**config.mk**
```make
export PLATFORM = sky130hd
export DESIGN_NAME = qct_timer_unit
export DESIGN_NICKNAME = d
export VERILOG_FILES = /design/src/rtl/qct_pkg.sv /design/src/rtl/qct_prescaler.sv /design/src/rtl/qct_channel.sv /design/src/rtl/qct_irq.sv /design/src/rtl/qct_timer_unit.sv
export SDC_FILE = /design/constraint.sdc
export NUM_CORES = 1
export LEC_CHECK = 0
export BUFFER_PORTS_ARGS = -buffer_cell sky130_fd_sc_hd__clkbuf_2
export CAP_MARGIN = 25
export CORE_ASPECT_RATIO = 0.8
export CORE_UTILIZATION = 45
export DETAILED_ROUTE_END_ITERATION = 16
export GPL_ROUTABILITY_DRIVEN = 0
export SETUP_SLACK_MARGIN = 0.5
export SLEW_MARGIN = 25
export SYNTH_ARGS = -nofsm -noshare
export SYNTH_HDL_FRONTEND = slang
export SYNTH_SLANG_ARGS = --single-unit
```
**constraint.sdc**
```tcl
create_clock -name clk -period 4.1 [get_ports clk]
set_clock_uncertainty 0.15 [all_clocks]
set_input_delay 0 -clock clk [delete_from_list [all_inputs] [get_ports clk]]
set_output_delay 0 -clock clk [all_outputs]
set_load 0.02 [all_outputs]
```
**src/rtl/qct_pkg.sv**
```systemverilog
package qct_pkg;
  localparam int CNT_W  = 32;
  localparam int HALF_W = CNT_W / 2;
  localparam int PRE_W  = 8;
  localparam int CTL_W  = 8;

  localparam int B_ONESHOT  = 0;
  localparam int B_WIDE     = 1;
  localparam int B_PRE_LO   = 2;
  localparam int B_PERIODIC = 6;
  localparam int B_ENABLE   = 7;

  typedef logic [CNT_W-1:0] cnt_t;

  // value as seen by the active width
  function automatic cnt_t eff_count(cnt_t c, logic wide);
    return wide ? c : {{(CNT_W-HALF_W){1'b0}}, c[HALF_W-1:0]};
  endfunction

  // next count on a divider tick
  function automatic cnt_t step_count(cnt_t c, cnt_t bg, logic wide,
                                      logic oneshot, logic periodic);
    cnt_t e;
    e = eff_count(c, wide);
    if (e != '0)   return e - cnt_t'(1);
    if (oneshot)   return '0;
    if (periodic)  return eff_count(bg, wide);
    return eff_count('1, wide);
  endfunction

  // terminal value of the divider counter
  function automatic logic [PRE_W-1:0] pre_limit(logic [1:0] sel);
    case (sel)
      2'd0:    return '0;
      2'd1:    return PRE_W'(15);
      default: return PRE_W'(255);
    endcase
  endfunction
endpackage

```
**src/rtl/qct_prescaler.sv**
```systemverilog
module qct_prescaler
  import qct_pkg::*;
(
  input  logic       clk,
  input  logic       rst_n,
  input  logic       run,
  input  logic [1:0] sel,
  output logic       tick
);
  logic [PRE_W-1:0] div_cnt;

  assign tick = run && (div_cnt >= pre_limit(sel));

  always_ff @(posedge clk or negedge rst_n) begin
    if (!rst_n)            div_cnt <= '0;
    else if (!run || tick) div_cnt <= '0;
    else                   div_cnt <= div_cnt + PRE_W'(1);
  end
endmodule

```
**src/rtl/qct_channel.sv**
```systemverilog
module qct_channel
  import qct_pkg::*;
(
  input  logic             clk,
  input  logic             rst_n,
  input  logic             wr_load,
  input  logic             wr_bg,
  input  logic             wr_ctl,
  input  cnt_t             wdata,
  output cnt_t             count,
  output cnt_t             bgval,
  output logic [CTL_W-1:0] ctl,
  output logic             zero_evt
);
  logic en, wide, oneshot, periodic, tick, rearm;

  assign en       = ctl[B_ENABLE];
  assign wide     = ctl[B_WIDE];
  assign oneshot  = ctl[B_ONESHOT];
  assign periodic = ctl[B_PERIODIC];

  qct_prescaler u_pre (
    .clk  (clk),
    .rst_n(rst_n),
    .run  (en),
    .sel  (ctl[B_PRE_LO+1:B_PRE_LO]),
    .tick (tick)
  );

  // one-shot restart: enable rising while parked at zero
  assign rearm = wr_ctl && wdata[B_ENABLE] && !en && wdata[B_ONESHOT] &&
                 (eff_count(count, wdata[B_WIDE]) == '0);

  assign zero_evt = tick && en && !wr_load &&
                    (eff_count(count, wide) == cnt_t'(1));

  always_ff @(posedge clk or negedge rst_n) begin
    if (!rst_n) begin
      ctl   <= '0;
      count <= '0;
      bgval <= '0;
    end else begin
      if (wr_ctl)           ctl   <= wdata[CTL_W-1:0];
      if (wr_load || wr_bg) bgval <= wdata;
      if (wr_load)          count <= wdata;
      else if (rearm)       count <= bgval;
      else if (tick && en)  count <= step_count(count, bgval, wide, oneshot, periodic);
    end
  end
endmodule

```
**src/rtl/qct_irq.sv**
```systemverilog
module qct_irq #(
  parameter int N = 4
) (
  input  logic         clk,
  input  logic         rst_n,
  input  logic         wr_mask,
  input  logic [N-1:0] wdata,
  input  logic [N-1:0] clr_hit,
  input  logic [N-1:0] evt,
  output logic [N-1:0] mask,
  output logic [N-1:0] raw,
  output logic [N-1:0] masked
);
  always_ff @(posedge clk or negedge rst_n) begin
    if (!rst_n) begin
      mask <= '0;
      raw  <= '0;
    end else begin
      if (wr_mask) mask <= wdata;
      raw <= (raw & ~clr_hit) | evt;
    end
  end

  assign masked = raw & mask;
endmodule

```
**src/rtl/qct_timer_unit.sv**
```systemverilog
module qct_timer_unit
  import qct_pkg::*;
#(
  parameter int NUM_CH = 4,
  parameter int ADDR_W = 8
) (
  input  logic              clk,
  input  logic              rst_n,
  input  logic              bus_sel,
  input  logic              bus_wr,
  input  logic [ADDR_W-1:0] bus_addr,
  input  logic [31:0]       bus_wdata,
  output logic [31:0]       bus_rdata,
  output logic [NUM_CH-1:0] irq_status,
  output logic              irq
);
  localparam int IRQ_WORDS = 4;
  localparam int CH_WORDS  = 4;

  logic [31:0] widx;
  logic        wr_en, wr_mask, wr_clr, unused_addr_bits;

  logic [NUM_CH-1:0]            zero_evt_v, clr_hit_v, wr_load_v, wr_bg_v, wr_ctl_v;
  logic [NUM_CH-1:0]            en_v, oneshot_v, mask_v, raw_v;
  logic [NUM_CH-1:0][CNT_W-1:0] cnt_v, bg_v;
  logic [NUM_CH-1:0][CTL_W-1:0] ctl_v;

  assign widx             = 32'(bus_addr[ADDR_W-1:2]);
  assign unused_addr_bits = ^bus_addr[1:0];
  assign wr_en            = bus_sel && bus_wr;
  assign wr_mask          = wr_en && (widx == 32'd0);
  assign wr_clr           = wr_en && (widx == 32'd3);
  assign clr_hit_v        = wr_clr ? bus_wdata[NUM_CH-1:0] : '0;

  for (genvar i = 0; i < NUM_CH; i++) begin : g_ch
    localparam int BASE = IRQ_WORDS + CH_WORDS * i;
    assign wr_load_v[i] = wr_en && (widx == 32'(BASE));
    assign wr_ctl_v[i]  = wr_en && (widx == 32'(BASE + 2));
    assign wr_bg_v[i]   = wr_en && (widx == 32'(BASE + 3));

    qct_channel u_ch (
      .clk     (clk),
      .rst_n   (rst_n),
      .wr_load (wr_load_v[i]),
      .wr_bg   (wr_bg_v[i]),
      .wr_ctl  (wr_ctl_v[i]),
      .wdata   (bus_wdata),
      .count   (cnt_v[i]),
      .bgval   (bg_v[i]),
      .ctl     (ctl_v[i]),
      .zero_evt(zero_evt_v[i])
    );

    assign en_v[i]      = ctl_v[i][B_ENABLE];
    assign oneshot_v[i] = ctl_v[i][B_ONESHOT];
  end

  qct_irq #(.N(NUM_CH)) u_irq (
    .clk    (clk),
    .rst_n  (rst_n),
    .wr_mask(wr_mask),
    .wdata  (bus_wdata[NUM_CH-1:0]),
    .clr_hit(clr_hit_v),
    .evt    (zero_evt_v),
    .mask   (mask_v),
    .raw    (raw_v),
    .masked (irq_status)
  );

  assign irq = |irq_status;

  always_comb begin
    bus_rdata = '0;
    if (widx == 32'd0) bus_rdata = 32'(mask_v);
    if (widx == 32'd1) bus_rdata = 32'(raw_v);
    if (widx == 32'd2) bus_rdata = 32'(irq_status);
    for (int k = 0; k < NUM_CH; k++) begin
      if (widx == 32'(IRQ_WORDS + CH_WORDS*k))     bus_rdata = bg_v[k];
      if (widx == 32'(IRQ_WORDS + CH_WORDS*k + 1)) bus_rdata = cnt_v[k];
      if (widx == 32'(IRQ_WORDS + CH_WORDS*k + 2)) bus_rdata = 32'(ctl_v[k]);
      if (widx == 32'(IRQ_WORDS + CH_WORDS*k + 3)) bus_rdata = bg_v[k];
    end
  end
endmodule

```
### Word level (Yosys, flattened, before mapping)

Index checks and enable logic that the tools add are counted.

* register bits: 328
* output and inout bits: 37

* add/subtract/negate cells: 8
* order comparisons: 4
* equality and inequality tests: 27
* mux-type cells: 140
* bitwise logic cells: 4
* reduce and logical (&&, ||, !) cells: 81

Operators with widths (count)
* 32-bit 2-to-1 mux: 70
* 32-bit zero test: 5
* 32-bit by 1-bit == test with 1-bit output (second input constant): 4
* 32-bit nonzero test: 4
* 32-bit by 1-bit subtractor with 32-bit output (second input constant): 4
* 8-bit one-hot mux with 2 select lines: 4
* 1-bit 2-to-1 mux: 60
* 6-bit by 4-bit == test with 1-bit output (second input constant): 8
* 1-bit logical AND: 47
* 8-bit by 1-bit adder with 8-bit output (second input constant): 4
* 8-bit greater-or-equal comparator: 4
* 8-bit 2-to-1 mux: 4
* 6-bit by 3-bit == test with 1-bit output (second input constant): 4
* 6-bit by 5-bit == test with 1-bit output (second input constant): 4
* 6-bit by 2-bit == test with 1-bit output (second input constant): 2
* 3-bit nonzero test: 4
* 4-bit bitwise AND: 2
* 2-bit by 1-bit == test with 1-bit output (second input constant): 4
* 1-bit zero test: 8
* 2-bit zero test: 4
* 1-bit logical OR: 8
* 4-bit 2-to-1 mux: 2
* 6-bit by 1-bit == test with 1-bit output (second input constant): 1
* 4-bit NOT: 1
* 2 further kinds: 2

### Depth between registers and ports, before layout

* word-level depth: 23
* mapped depth: 13
* gate-level depth less buffers: 11

### Modules after synthesis

A second synthesis with hierarchy kept.

* cells, all modules: 2945
* area total of the unflattened synthesis: 25081.6 um^2

By module, submodules not included
* qct_channel at g_ch[0].u_ch ...: times used 2, cells each 532, area each 4787.1 um^2
* qct_channel at g_ch[2].u_ch: times used 1, cells each 574, area each 4986.0 um^2
* qct_channel at g_ch[3].u_ch: times used 1, cells each 561, area each 4835.9 um^2
* qct_timer_unit: times used 1, cells each 518, area each 3368.2 um^2
* qct_prescaler: times used 4, cells each 51, area each 500.5 um^2
* qct_irq: times used 1, cells each 24, area each 315.3 um^2

### Worst setup path after synthesis

Ideal clock, no wire load.

* path kind: register to register
* from: register g_ch[0].u_ch.count[10]
* to: register g_ch[0].u_ch.count[28]
* data arrival time: 2.723 ns
* required time: 3.826 ns
* setup slack: 1.102 ns
* cell stages (with the launch flop): 11
* buffers on the path: 2
* period minus slack after synthesis: 2.998 ns
* cell sequence: dfrtp_1 or4_4 or4_4 buf_6 or2_1 buf_6 o311a_1 a41oi_2 a21oi_1 o211ai_2 a21oi_1

* cells in the longest elaborated chain, start to end: 11
* elaborated cells on any way between the ends: 20
* those cells by class: 1 x add/sub; 15 x mux; 4 x reduce/logical

RTL lines
* start, declared: line qct_channel.sv:10 `output cnt_t count,`
* start signal, assigned: line qct_channel.sv:45 `if (wr_load) count <= wdata;`
* start signal, assigned: line qct_channel.sv:46 `else if (rearm) count <= bgval;`
* start signal, assigned: line qct_channel.sv:47 `else if (tick && en) count <= step_count(count, bgval, wide, oneshot, periodic);`
* 32-bit 2-to-1 mux: line qct_pkg.sv:17 `return wide ? c : {{(CNT_W-HALF_W){1'b0}}, c[HALF_W-1:0]};`
* 32-bit by 1-bit subtractor with 32-bit output: line qct_pkg.sv:25 `if (e != '0) return e - cnt_t'(1);`
* 32-bit 2-to-1 mux: line qct_pkg.sv:25
* 32-bit 2-to-1 mux: line qct_pkg.sv:26 `if (oneshot) return '0;`
* 32-bit 2-to-1 mux: line qct_pkg.sv:27 `if (periodic) return eff_count(bg, wide);`
* 32-bit 2-to-1 mux: line qct_pkg.sv:28 `return eff_count('1, wide);`
* 32-bit 2-to-1 mux: line qct_pkg.sv:27
* 32-bit 2-to-1 mux: line qct_pkg.sv:26
* 32-bit 2-to-1 mux: line qct_channel.sv:47
* 32-bit 2-to-1 mux: line qct_channel.sv:46
* 32-bit 2-to-1 mux: line qct_channel.sv:45

Parallel ways exist; a longest one is shown, timed or not. The select of a mux whose other input is x is not followed.
A chain may end at the register's enable or synchronous reset.

### Worst setup path in the final report

* from: register g_ch[1].u_ch.count[0]
* to: register g_ch[1].u_ch.count[1]

* cells in the longest elaborated chain, start to end: 11
* elaborated cells on any way between the ends: 20
* those cells by class: 1 x add/sub; 15 x mux; 4 x reduce/logical

RTL lines (line)
* start, declared: qct_channel.sv:10
* start signal, assigned: qct_channel.sv:45
* start signal, assigned: qct_channel.sv:46
* start signal, assigned: qct_channel.sv:47
* 32-bit 2-to-1 mux: qct_pkg.sv:17
* 32-bit by 1-bit subtractor with 32-bit output: qct_pkg.sv:25
* 32-bit 2-to-1 mux: qct_pkg.sv:25
* 32-bit 2-to-1 mux: qct_pkg.sv:26
* 32-bit 2-to-1 mux: qct_pkg.sv:27
* 32-bit 2-to-1 mux: qct_pkg.sv:28
* 32-bit 2-to-1 mux: qct_pkg.sv:27
* 32-bit 2-to-1 mux: qct_pkg.sv:26
* 32-bit 2-to-1 mux: qct_channel.sv:47
* 32-bit 2-to-1 mux: qct_channel.sv:46
* 32-bit 2-to-1 mux: qct_channel.sv:45

Parallel ways exist; a longest one is shown, timed or not. The select of a mux whose other input is x is not followed.

==> results.toml <==
[placement]
placed_area_um2 = 23700
port_buffers = 78
dp_hpwl_mm = 65.6
detailedPlace.worstSlack_ns = 0.506

[clocking]
path_clk_slew_ns = 0.06
numCtsBuffers = 38
cts_buffer_depth = 3
cts-htree-levels = 2
clockRootBuffer = "clkbuf_16"
cts_tree = "built"
cts.sinks = 328
insertion_delay_ns = 0.58

[setup_path]
cp.arrival_ns = 3.75
worstPathMaxFanout = 15
critPathMaxStageDelay_ns = 0.70
r2r_cells = 11
worstSetupPathType = "flop to flop"
crit_chain = "inv_1, ha_1, or4b_2, nor3_2, buf_4, and4_2, buf_4, a21oi_1, buf_4, o221ai_1, a21oi_1"
r2r-end = "g_ch[1].u_ch.count[1]"
cp-end-kind = "flop"
r2r_start = "g_ch[1].u_ch.count[0]"
start_kind = "flop"
critPathSlowestCell = "or4b_2"
cp.required_ns = 4.40
cp_common_cell = "buf_4"
r2r_slack_ns = 0.64

[global_route]
track_usage = 0.350
overflow = 0
grt_pass1_vias = 21300
grt_max_degree = 90
grt_first_pass_wirelength_mm = 136
antenna_found_initial = 1

[sta]
rsz0062_at_grt = "no"
setup_viol = 0
finalSetupTns_ns = 0
setup_slack_ns = 0.644
fin_crit_ns = 3.46
clock.fmax_mhz = 289
worst_pin_slew_ns = 1.17
slew_violations = 0
finalCritPeriodShare = 0.843
whs_ns = -0.0201
relSlewSlack = 0.215
hold_viol = 4

[synthesis]
yosysTopAreaCell = "dfrtp_1"
synth_cells = 2682
netlist_area_um2 = 22500
synth-main-ff-cell = "dfrtp_1"
async_flop_share = 1.00
ys_ff_latch = 328
synth_cell_types = 84
synth-edff-count = 0
synth_warnings = 0
synth_area_leaders = "dfrtp_1 37%, mux2_2 8.2%, a21oi_1 5.4%"
synth_nets = 2770
syn_area_per_cell_um2 = 8.38
ys_seq_area_frac = 0.365
synth_top_area_frac = 0.365

[power_and_ir_drop]
ir_drop_v = 0.000320
p_per_area_nw_per_um2 = 414
leakage_nw = 10.6
p_total_mw = 10.5

[floorplanning]
die_width_um = 252
die_h_um = 202
core_um2 = 48800
start_util = 0.460
ios = 81
rows = 72
die_area_um2 = 50800

[detailed_routing]
dr_total_vias = 22600
routedWlPerCell_um = 26.1
routed_via_density = 6.62
ant_nets = 0
drc = 0
dr.pass1.iters = 6
routed_wl_mm = 89.3
drtIter0Drc = 2993

[layout]
drive_gt1_frac = 0.161
final_common_cell = "dfrtp_1"
final_area_um2 = 25500
area_growth_pct = 13.3
layout_common_cells = "328 x dfrtp_1, 277 x nor2_1, 252 x nand2_1, 239 x a21oi_1, 194 x o21ai_0"
finalNetCount = 2815
antennaDiodeCount = 0

[run]
cap_viol_max_count = 0

[hold_path]
hp-class = "input pin to async pin"

[run_status]
outcome = "complete, but fails checks"
violations = "hold timing"
[through the flow]
stage | util | hold slack (ns) | std cells
3_5_place_dp | 0.486 | -0.0854 | 3316
4_1_cts | 0.521 | 0.000201 | 3421
5_1_grt | 0.522 | 0.0322 | 3421
6_report | 0.522 | -0.0201 | 3421
2_1_floorplan | - | -0.446 | 2682
3_3_place_gp | 0.486 | -0.0847 | 3316
[critical path, delay by kind of cell (launching register included)]
family                   cells  cell delay (ns)
AND/OR/NAND/NOR              3             1.24
buffers and inverters        4             0.83
flip-flops                   1             0.46
adder cells (fa/ha/maj)      1             0.24
AO/OA/AOI/OAI                3             0.42
[sequential cells by signal (all words and copies together) (netlist names)]
name / cells
g_ch.u_ch.bgval: 128
g_ch.u_ch.count: 128
g_ch.u_ch.ctl: 32
g_ch.u_ch.u_pre.div_cnt: 32
u_irq.mask: 4
u_irq.raw: 4
[cell type report]
class / instances / area [um^2]
Clock buffer: 50 / 1080
Clock inverter: 18 / 244
Fill cell: 4629 / 23400
Inverter: 46 / 173
Multi-Input combinational cell: 2107 / 13400
Sequential cell: 328 / 8210
Tap cell: 666 / 833
Timing Repair Buffer: 206 / 1540
[synth_stat cells, types with 50 or more instances]
cell      instances
a21oi_1         241
o22ai_1          50
mux2_2          163
a22oi_1          65
o21ai_0         194
nor2_1          282
nand2_1         253
o211ai_1         60
a31oi_1          56
clkbuf_1        176
nand3_1          87
nor3_1           64
dfrtp_1         328
[kinds of logic after synthesis]
kind of cell	Yosys count	synth area share
xor+xnor	74	0.0288
compound gates	891	0.254
flops	328	0.365
mux	187	0.0924
fa+ha+maj	44	0.0245
simple gates	911	0.192
buf+inv	247	0.0431
[worst max path at each step]
stage                                 from                      to  slack [ns]  depth (start not counted)
global placement    g_ch[2].u_ch.count[18]  g_ch[2].u_ch.count[16]        0.57                          8
CTS                 g_ch[2].u_ch.count[18]  g_ch[2].u_ch.count[19]        0.59                          9
detailed placement  g_ch[2].u_ch.count[18]  g_ch[2].u_ch.count[16]        0.51                          8
global route         g_ch[1].u_ch.count[0]   g_ch[1].u_ch.count[0]        0.53                         11
floorplan           g_ch[0].u_ch.count[10]  g_ch[0].u_ch.count[28]        1.10                         10
finish               g_ch[1].u_ch.count[0]   g_ch[1].u_ch.count[1]        0.64                         11
[repair_timing]
action / in CTS / in global routing
endpoints found under the hold margin: 610 / 0
buffers inserted: 1 / 0
gates cloned: 0 / 0
endpoints found under the setup margin: 2 / 65
pin swaps: 1 / 0
hold buffers: 36 / 0
gates resized for setup: 1 / 5
[routing by layer]
layer  wire length, um  track usage  vias to the layer above
met5                 0            0                        -
met4              2830        0.104                        0
met3             11300       0.0990                      182
met2             36800        0.501                     1420
met1             38400        0.509                    11000
li1                  -            -                    10100
[report_power, final]
group          total (mW)  internal (mW)  switching (mW)  leakage (nW)
registers            4.49           3.68           0.812          4.11
logic                2.33           1.02            1.31          5.81
clock network        3.71           2.23            1.48         0.662
total                10.5           6.93            3.60          10.6
Power figures use the tool's default switching activity.
